**config.mk**
```make
export PLATFORM = sky130hd
export DESIGN_NAME = smbus_host_regs
export DESIGN_NICKNAME = d
export VERILOG_FILES = /design/src/rtl/smbh_pkg.sv /design/src/rtl/smbh_status.sv /design/src/rtl/smbh_blkbuf.sv /design/src/rtl/smbus_host_regs.sv
export SDC_FILE = /design/constraint.sdc
export NUM_CORES = 1
export LEC_CHECK = 0
export BUFFER_PORTS_ARGS = -buffer_cell sky130_fd_sc_hd__buf_2
export CORE_UTILIZATION = 40
export DETAILED_ROUTE_END_ITERATION = 16
export GPL_TIMING_DRIVEN = 0
export SYNTH_ARGS = -nofsm -noshare
export SYNTH_HDL_FRONTEND = slang
export SYNTH_SLANG_ARGS = --single-unit
```
**constraint.sdc**
```tcl
create_clock -name clk -period 2.3 [get_ports clk]
set_input_delay 0.46 -clock clk [delete_from_list [all_inputs] [get_ports clk]]
set_output_delay 0.46 -clock clk [all_outputs]
set_load 0.05 [all_outputs]
```
**src/rtl/smbh_pkg.sv**
```systemverilog
package smbh_pkg;
  localparam int unsigned REG_W = 8;
  localparam logic [2:0] OFS_STS  = 3'd0;
  localparam logic [2:0] OFS_CTL  = 3'd1;
  localparam logic [2:0] OFS_CMD  = 3'd2;
  localparam logic [2:0] OFS_ADR  = 3'd3;
  localparam logic [2:0] OFS_D0   = 3'd4;
  localparam logic [2:0] OFS_D1   = 3'd5;
  localparam logic [2:0] OFS_BLK  = 3'd6;

  localparam int unsigned B_BUSY  = 0;
  localparam int unsigned B_INTR  = 1;
  localparam int unsigned B_DERR  = 2;
  localparam int unsigned B_BDONE = 7;

  typedef enum logic [2:0] {
    P_QUICK = 3'd0, P_BYTE = 3'd1, P_BDATA = 3'd2, P_WDATA = 3'd3, P_BLOCK = 3'd5
  } proto_e;

  function automatic logic proto_ok(input logic [2:0] p);
    return (p == P_QUICK) || (p == P_BYTE) || (p == P_BDATA) ||
           (p == P_WDATA) || (p == P_BLOCK);
  endfunction

  function automatic logic [7:0] flag_next(input logic [7:0] old,
                                           input logic [7:0] clr,
                                           input logic [7:0] set);
    return (old & ~clr) | set;
  endfunction
endpackage

```
**src/rtl/smbh_status.sv**
```systemverilog
module smbh_status
  import smbh_pkg::*;
(
  input  logic       clk,
  input  logic       rst_n,
  input  logic       sw_wr,
  input  logic [7:0] sw_wdata,
  input  logic       start_ok,
  input  logic       proto_bad,
  input  logic       done_ok,
  output logic [7:0] sts
);
  logic       busy_q;
  logic [7:0] flags_q;
  logic [7:0] clr_mask, set_mask;

  always_comb begin
    clr_mask = sw_wr ? {sw_wdata[7:1], 1'b0} : 8'h00;
    set_mask = 8'h00;
    if (done_ok) begin
      set_mask[B_BDONE] = 1'b1;
      set_mask[B_INTR]  = 1'b1;
    end
    if (proto_bad) set_mask[B_DERR] = 1'b1;
  end

  always_ff @(posedge clk or negedge rst_n) begin
    if (!rst_n) begin
      busy_q  <= 1'b0;
      flags_q <= 8'h00;
    end else begin
      if (start_ok)     busy_q <= 1'b1;
      else if (done_ok) busy_q <= 1'b0;
      flags_q <= flag_next(flags_q, clr_mask, set_mask) & 8'hFE;
    end
  end

  assign sts = {flags_q[7:1], busy_q};

  p_done_flags_r4: assert property (@(posedge clk) disable iff (!rst_n)
    done_ok |=> (sts[B_BDONE] && sts[B_INTR] && !sts[B_BUSY]));
  p_w1c_clears_r8: assert property (@(posedge clk) disable iff (!rst_n)
    (sw_wr && !done_ok && !proto_bad) |=> ((sts[7:1] & $past(sw_wdata[7:1])) == 7'd0));
  p_busy_sw_r8: assert property (@(posedge clk) disable iff (!rst_n)
    (sw_wr && !start_ok && !done_ok) |=> (sts[B_BUSY] == $past(sts[B_BUSY])));
endmodule

```
**src/rtl/smbh_blkbuf.sv**
```systemverilog
module smbh_blkbuf #(
  parameter int unsigned DEPTH = 32,
  localparam int unsigned IW = $clog2(DEPTH)
) (
  input  logic          clk,
  input  logic          rst_n,
  input  logic          idx_clr,
  input  logic          sw_wr,
  input  logic          sw_rd,
  input  logic [7:0]    sw_wdata,
  output logic [7:0]    sw_rdata,
  input  logic [IW-1:0] eng_idx,
  output logic [7:0]    eng_rbyte,
  input  logic          eng_we,
  input  logic [7:0]    eng_wdata
);
  logic [7:0]    mem_q [DEPTH];
  logic [IW-1:0] idx_q;

  always_ff @(posedge clk or negedge rst_n) begin
    if (!rst_n) begin
      idx_q <= '0;
      for (int i = 0; i < DEPTH; i++) mem_q[i] <= 8'h00;
    end else begin
      if (idx_clr)              idx_q <= '0;
      else if (sw_wr || sw_rd)  idx_q <= idx_q + 1'b1;
      if (sw_wr) mem_q[idx_q] <= sw_wdata;
      if (eng_we) mem_q[eng_idx] <= eng_wdata;
    end
  end

  assign sw_rdata  = mem_q[idx_q];
  assign eng_rbyte = mem_q[eng_idx];

  p_idx_clear_r9: assert property (@(posedge clk) disable iff (!rst_n)
    idx_clr |=> (idx_q == '0));
  p_idx_step_r10: assert property (@(posedge clk) disable iff (!rst_n)
    (!idx_clr && (sw_wr || sw_rd)) |=> (idx_q == $past(idx_q) + 1'b1));
endmodule

```
**src/rtl/smbus_host_regs.sv**
```systemverilog
module smbus_host_regs
  import smbh_pkg::*;
#(
  parameter int unsigned BUF_DEPTH = 32,
  localparam int unsigned IW = $clog2(BUF_DEPTH)
) (
  input  logic          clk,
  input  logic          rst_n,
  input  logic [2:0]    reg_addr,
  input  logic          reg_wr,
  input  logic [7:0]    reg_wdata,
  input  logic          reg_rd,
  output logic [7:0]    reg_rdata,
  output logic          irq,
  output logic          eng_req,
  output logic [2:0]    eng_proto,
  output logic          eng_rnw,
  output logic [6:0]    eng_taddr,
  output logic [7:0]    eng_cmd,
  output logic [15:0]   eng_wdata,
  output logic [7:0]    eng_count,
  input  logic          eng_done,
  input  logic [15:0]   eng_rdata,
  input  logic [IW-1:0] eng_blk_idx,
  output logic [7:0]    eng_blk_rbyte,
  input  logic          eng_blk_we,
  input  logic [7:0]    eng_blk_wdata
);
  logic [3:0] ctl_q;
  logic [7:0] cmd_q, adr_q, d0_q, d1_q;
  logic [2:0] act_proto_q;
  logic [7:0] act_adr_q, act_cmd_q;
  logic [7:0] sts, blk_rdata;

  logic wr_sts, wr_ctl, start_req, busy, derr;
  logic start_ok, proto_bad, done_ok;

  assign wr_sts    = reg_wr && (reg_addr == OFS_STS);
  assign wr_ctl    = reg_wr && (reg_addr == OFS_CTL);
  assign busy      = sts[B_BUSY];
  assign derr      = sts[B_DERR];
  assign start_req = wr_ctl && reg_wdata[7];
  assign start_ok  = start_req && !busy && !derr && proto_ok(reg_wdata[3:1]);
  assign proto_bad = start_req && !busy && !derr && !proto_ok(reg_wdata[3:1]);
  assign done_ok   = eng_done && busy;

  smbh_status u_sts (
    .clk(clk), .rst_n(rst_n), .sw_wr(wr_sts), .sw_wdata(reg_wdata),
    .start_ok(start_ok), .proto_bad(proto_bad), .done_ok(done_ok), .sts(sts)
  );

  smbh_blkbuf #(.DEPTH(BUF_DEPTH)) u_buf (
    .clk(clk), .rst_n(rst_n), .idx_clr(wr_sts),
    .sw_wr(reg_wr && (reg_addr == OFS_BLK)),
    .sw_rd(reg_rd && !reg_wr && (reg_addr == OFS_BLK)),
    .sw_wdata(reg_wdata), .sw_rdata(blk_rdata),
    .eng_idx(eng_blk_idx), .eng_rbyte(eng_blk_rbyte),
    .eng_we(eng_blk_we), .eng_wdata(eng_blk_wdata)
  );

  always_ff @(posedge clk or negedge rst_n) begin
    if (!rst_n) begin
      ctl_q <= '0; cmd_q <= '0; adr_q <= '0; d0_q <= '0; d1_q <= '0;
      act_proto_q <= '0; act_adr_q <= '0; act_cmd_q <= '0;
    end else begin
      if (wr_ctl)                            ctl_q <= reg_wdata[3:0];
      if (reg_wr && reg_addr == OFS_CMD)     cmd_q <= reg_wdata;
      if (reg_wr && reg_addr == OFS_ADR)     adr_q <= reg_wdata;
      if (reg_wr && reg_addr == OFS_D0)      d0_q  <= reg_wdata;
      if (reg_wr && reg_addr == OFS_D1)      d1_q  <= reg_wdata;
      if (start_ok) begin
        act_proto_q <= reg_wdata[3:1];
        act_adr_q   <= adr_q;
        act_cmd_q   <= cmd_q;
      end
      if (done_ok && act_adr_q[0]) begin
        if (act_proto_q == P_BYTE || act_proto_q == P_BDATA ||
            act_proto_q == P_WDATA)
          d0_q <= eng_rdata[7:0];
        if (act_proto_q == P_WDATA)
          d1_q <= eng_rdata[15:8];
      end
    end
  end

  always_comb begin
    unique case (reg_addr)
      OFS_STS: reg_rdata = sts;
      OFS_CTL: reg_rdata = {4'h0, ctl_q};
      OFS_CMD: reg_rdata = cmd_q;
      OFS_ADR: reg_rdata = adr_q;
      OFS_D0:  reg_rdata = d0_q;
      OFS_D1:  reg_rdata = d1_q;
      OFS_BLK: reg_rdata = blk_rdata;
      default: reg_rdata = 8'h00;
    endcase
  end

  assign eng_req   = busy;
  assign eng_proto = act_proto_q;
  assign eng_rnw   = act_adr_q[0];
  assign eng_taddr = act_adr_q[7:1];
  assign eng_cmd   = act_cmd_q;
  assign eng_wdata = {d1_q, d0_q};
  assign eng_count = d0_q;
  assign irq       = sts[B_INTR] && ctl_q[0];

  p_start_req_r2: assert property (@(posedge clk) disable iff (!rst_n)
    start_ok |=> eng_req);
  p_bad_proto_r5: assert property (@(posedge clk) disable iff (!rst_n)
    proto_bad |=> (!eng_req && sts[B_DERR]));
  p_derr_lock_r6: assert property (@(posedge clk) disable iff (!rst_n)
    (start_req && derr && !busy) |=> !eng_req);
  p_busy_hold_r7: assert property (@(posedge clk) disable iff (!rst_n)
    (start_req && busy && !eng_done) |=> (eng_req && $stable(eng_proto)));
endmodule

```
Word level (Yosys, flattened, before mapping)
Index checks and enable logic that the tools add are counted.
{ "classes": {"addsub": 1, "multipliers": 0, "div": 0, "n_lt_le_gt_ge": 4, "n_eq_ne": 13, "n_shift": 0, "n_mux": 28, "bitwise_logic": 5, "reduce_logical": 34} }
{ "ops": {"columns": ["op", "n"], "rows": [
  ["256-bit bitwise mux", 2],
  ["256-bit 2-to-1 mux", 2],
  ["8-bit 2-to-1 mux", 13],
  ["8-bit binary-select mux with 5-bit select", 2],
  ["8-bit demux with 5-bit select", 2],
  ["8-bit case mux with 7 select lines", 1],
  ["1-bit logical AND", 19],
  ["3-bit by 2-bit equality test with 1-bit output (second input constant)", 6],
  ["3-bit equality test (second input constant)", 4],
  ["6-bit greater-or-equal comparator (second input constant)", 2],
  ["6-bit by 1-bit < comparator with 1-bit output (second input constant)", 2],
  ["5-bit NOT with 6-bit output", 2],
  ["5-bit 2-to-1 mux", 2],
  ["3-bit by 1-bit equality test with 1-bit output (second input constant)", 3],
  ["8-bit AND", 1],
  ["8-bit NOT", 1],
  ["8-bit bitwise OR", 1],
  ["1-bit logical OR", 7],
  ["3-bit zero test", 2],
  ["5-bit by 1-bit adder with 5-bit output (second input constant)", 1],
  ["1-bit zero test", 4],
  ["1-bit 2-to-1 mux", 4],
  ["2-bit nonzero test", 2]
]} }
{ "word_totals": {"reg_bits": 324, "latch_bits": 0, "ram_bits": 0, "rom_bits": 0, "in_bits": 46, "out_inout_bits": 61, "elab_cells": 128, "n_memories": 0} }

Depth between registers and ports, before layout
{ "logic_depth": {"word_depth": 9, "ltp_mapped": 10, "depth_no_buf": 6} }

Hierarchy
A second synthesis with hierarchy kept.
{ "unflattened": {"hier_cells": 2011, "area_unflattened_um2": 20583.5} }
{ "modules_own_cells": {"columns": ["mod", "n_inst", "cells_per_inst", "area_per_inst_um2", "seq_area_each_um2"], "rows": [
  ["smbh_blkbuf", 1, 1761, 17356.6, 6531.3],
  ["smbus_host_regs", 1, 229, 2944.1, 1376.3],
  ["smbh_status", 1, 21, 282.8, 200.2]
]} }

Worst setup path before layout
OpenSTA, ideal clock, no wires.
{ "synth_timing": {"path_kind": "input to output", "start": "in eng_blk_idx[0]", "end": "out eng_blk_rbyte[6]", "t_arrival_ps": 2251, "t_required_ps": 1840, "path_slack_ps": -411, "path_stages": 6, "path_buffers": 3, "cell_sequence": "buf_2 > buf_4 > buf_2 > mux4_2 > a22oi_1 > nand4_1"} }
{ "synth_via": {"elab_chain_len": 4} }
{ "synth_lines": {"columns": ["item", "line", "text"], "rows": [
  ["start: declaration", "smbus_host_regs.sv:24", "input logic [IW-1:0] eng_blk_idx,"],
  ["5-bit NOT with 6-bit output (not written as such)", "smbh_blkbuf.sv:33", "assign eng_rbyte = mem_q[eng_idx];"],
  ["8-bit binary-select mux with 5-bit select", "smbh_blkbuf.sv:33", null],
  ["8-bit 2-to-1 mux (not written as such) (2 in series)", "smbh_blkbuf.sv:33", null],
  ["end: declaration", "smbus_host_regs.sv:25", "output logic [7:0] eng_blk_rbyte,"]
]} }
Every way passes these cells. The select of a mux whose other input is x is not followed.

Final worst setup path
{ "layout_timing": {"start": "reg u_buf.idx_q[0]", "end": "out reg_rdata[6]"} }
{ "layout_via": {"elab_chain_len": 5} }
{ "layout_lines": {"columns": ["item", "line", "text"], "rows": [
  ["start: declaration", "smbh_blkbuf.sv:18", "logic [IW-1:0] idx_q;"],
  ["start signal: assignment", "smbh_blkbuf.sv:26", "else if (sw_wr || sw_rd) idx_q <= idx_q + 1'b1;"],
  ["5-bit NOT with 6-bit output (not written as such)", "smbh_blkbuf.sv:32", "assign sw_rdata = mem_q[idx_q];"],
  ["8-bit binary-select mux with 5-bit select", "smbh_blkbuf.sv:32", null],
  ["8-bit 2-to-1 mux (not written as such) (2 in series)", "smbh_blkbuf.sv:32", null],
  ["8-bit case mux with 7 select lines", "smbus_host_regs.sv:87", "unique case (reg_addr)"],
  ["end: declaration", "smbus_host_regs.sv:13", "output logic [7:0] reg_rdata,"]
]} }
Every way passes these cells. The select of a mux whose other input is x is not followed.

==> results by group <==
Run status
  • Outcome: finished, violations left
  • Failing checks: max-capacitance violations, max-slew violations, negative setup slack

Logic synthesis
  • Yosys top cell area share: about two fifths
  • Number of synthesized flops with an enable pin: 0
  • Synthesis-stage register bit count: roughly 320
  • Synth cell types: 60
  • Seq/Total Area, Yosys: slightly above 40%
  • Predominant post-synthesis flop cell: dfrtp_1
  • Netlist Area Pre-Place: 19700 um2
  • Cells after synthesis: 1896
  • Asr flop ratio synth: 100%
  • Cell taking the most area after synthesis: dfrtp_1
  • Syn_nets: between 1500 and 2000
  • YS warnings: 0
  • Mapped Avg Cell Area: between 10 and 15 um2
  • Synth area leaders: dfrtp_1 (41%), mux2i_1 (21%), mux4_2 (7.4%)

Placed design
  • Placed insts: between 2000 and 3000
  • Dpl cell area: around 21000 um2
  • PortBufs: slightly below 100
  • Post-DP HPWL: roughly 66000 um
  • RePlAce Congestion: 1.09

Setup path
  • Worst setup path startpoint: u_buf.idx_q[0]$_DFFE_PN0P_
  • Worst Setup End Kind: output port
  • Critical path startpoint category: register
  • Cell Chain, Critical Path: buf_6, buf_12, buf_12, buf_16, mux2i_4, o22ai_2, nor4_2, nand2_2, a221o_2, buf_8
  • Crit path kind: register to output port
  • Crit-path max cell delay: 0.40 ns
  • Arr. time, crit path: roughly 3.1 ns
  • Slowest CP cell: a221o_2
  • CP most frequent cell: buf_12
  • Critical Path Fanout Max: 6
  • Worst EP required: between 1.5 and 2 ns
  • R2R Path Start: u_buf.idx_q[4]$_DFFE_PN0P_

Route
  • Drc violations: 0
  • DRT iter0 DRCs: around 2100
  • Number of iterations in the first detailed-routing pass: 8
  • Vias per inst: 6.47
  • DR WL/cell: roughly 34 um
  • Vias: ~18000
  • Total wire length: a little over 90000 um
  • Post-route ant nets: 0

Global routing
  • Global route total overflow: 0
  • First-pass GRT wire length: 129000 um
  • Vias in the first global route: 16797
  • Largest net degree at the start of global routing: roughly 110
  • GRT Total Usage: a little under two fifths
  • Initial antenna violation count: 0

Timing
  • Slew Limit Fails: 12
  • Fin worst setup slack: -1.21 ns
  • Max_slew headroom: -1.12%
  • Worst slew pin tran: 1.52 ns
  • RSZ-0062 raised after global routing: yes
  • Clock skew: 0.0196 ns
  • Total negative setup slack: -12.93 ns
  • Final setup viols: 20
  • F_max: between 200 and 300 MHz
  • Tcrit/Tclk final: 153%
  • Hold Violations, Final: 0
  • Hold slack: around 0.096 ns
  • Min cycle time layout: ~3.5 ns

Layout
  • Area grow syn2layout: 24.9%
  • Final-stage net count: 2123
  • Share of cells above drive strength 1: slightly below 30%
  • Design area: ~25000 um2
  • Non-Filler Instances: ~2800

Clock tree
  • CTS Root Buffer Type: clkbuf_16
  • CTS H-tree depth: 2
  • Clock buffer depth: 3
  • CTS buffer count: 38
  • Clk slew on worst S/H paths: 0.07 ns
  • CTS tree: yes
  • Clock Latency Late Sink: approximately 0.58 ns
  • CTS sink count: 324

Die
  • Starting density of the core: between 40% and 50%
  • Vert. Die Dim: 224 um
  • Die X: 224 um
  • Io pins: ~110
  • Core area: approximately 48000 um2
  • Die footprint: 50100 um2
  • Row count: 80

Power
  • Leakage: between 10 and 15 nW
  • Worst vdd ir: about 0.58 mV
  • Final Total Pwr: approximately 27 mW
  • P per Cell Area: 1100 nW/um2

Flow run
  • Maximum Capacitance Violations: 1

Hold path
  • Hold Crit Class: primary input to register
  • Hold path start: eng_rdata[4]
-- cell families after synthesis --
family	count (synthesis)	share of synthesized area, %
buffers and inverters	190	5.03
muxes	508	30.2
AOI/OAI and AO/OA	412	11.8
xor gates and xnor gates	4	0.178
adders and majority gates	4	0.254
and+or+nand+nor	454	11.4
DFF	324	41.2
-- report_power, final --
group	total, mW	switching (mW)	leakage, nW	internal [mW]
logic	11.8	6.47	7.26	5.35
registers	9.19	1.97	3.94	7.22
clock network	6.12	2.58	0.606	3.54
total	27.1	11.0	11.8	16.1
-- metal layers --
layer	vias up	track usage, %	share of wire, %
met1	8994	50.4	40
met2	1231	52.6	42
li1	7309	-	-
met4	0	22.2	6.8
met5	-	0	0
met3	299	10.1	12
-- critical path, delay by kind of cell, from the launching register on --
kind / cells / cell delay, ns
compound gates: 2 / 0.51
buf+inv: 5 / 0.74
flops: 1 / 0.37
mux: 1 / 0.34
simple gates: 2 / 0.49
-- placed cells by master, fill, tap and decap left out, drive strengths merged, types with 3 or more instances in the layout --
master	instances
and3	3
nand4	12
nor3	7
and2	6
or4b	4
clkbuf	136
a221o	6
mux2i	404
o22ai	65
a221oi	4
nand4b	6
inv	9
and4bb	3
xor2	3
dfrtp	324
nor2	214
mux4	65
clkinv	6
nor4	15
a21boi	5
buf	240
a22oi	36
nand2	149
o21ai	86
mux2	39
nand4bb	6
or4	3
a21oi	203
nor3b	5
and3b	6
nand3	8
ha	4
a22o	3
-- path summary, 6_finish.rpt --
kind	endpoint	slack, ns	cells after the start
worst max-delay path	reg_rdata[6]	-1.21	10
min in group asynchronous	u_buf.mem_q[62]$_DFF_PN0_	0.42	2
worst min register to register	eng_cmd[6]$_DFFE_PN0P_	0.50	1
worst min-delay path	eng_count[4]$_DFF_PN0_	0.1	3
max in group asynchronous	u_buf.mem_q[244]$_DFF_PN0_	0.53	4
worst max register to register	u_buf.mem_q[70]$_DFF_PN0_	0.07	6
-- metrics by stage --
| step | utilization, % | worst slack (ns) |
|---|---|---|
| after detailed placement | 44.1 | -1.10 |
| after CTS | 49.9 | -1.17 |
| after floorplan | - | -0.135 |
| after global routing | 51.1 | -1.18 |
| after global placement | 43.9 | -5.68 |
| final | 51.1 | -1.21 |
-- cells in the mapped netlist (28+ instances only) --
master / n
o22ai_1: 65
clkbuf_1: 75
buf_2: 59
dfrtp_1: 324
nand2_2: 28
a21oi_1: 203
nor2_1: 212
mux2_2: 39
o21ai_1: 33
o21ai_0: 53
mux2i_1: 404
nand2_1: 121
a22oi_1: 36
mux4_2: 65
-- sequential cells by signal, indices dropped and copies added, names as in the netlist --
| signal | cells |
|---|---|
| u_buf.mem_q | 256 |
| act_adr_q | 8 |
| adr_q | 8 |
| cmd_q | 8 |
| d1_q | 8 |
| eng_cmd | 8 |
| eng_count | 8 |
| u_sts.flags_q | 7 |
| u_buf.idx_q | 5 |
| ctl_q | 4 |
| eng_proto | 3 |
| u_sts.busy_q | 1 |
-- timing repair --
item	4_1_cts	5_1_grt
gates resized for setup	250	106
hold endpoints to repair	67	0
gates cloned	3	2
pin swaps	42	30
setup endpoints to repair	144	231
buffers inserted	28	7
hold buffers	1	0
-- layout make-up --
cell class,instances,area [um2]
buffer,177,1310
fill,4359,23600
sequential,324,8130
inverter,9,33.8
multi-input combinational,1382,11900
antenna,1,2.50
timing repair buffer,141,1150
tap,656,821
clock buffer,60,1190
clock inverter,8,45.0
No activity file was read; power rests on OpenSTA's default activity.
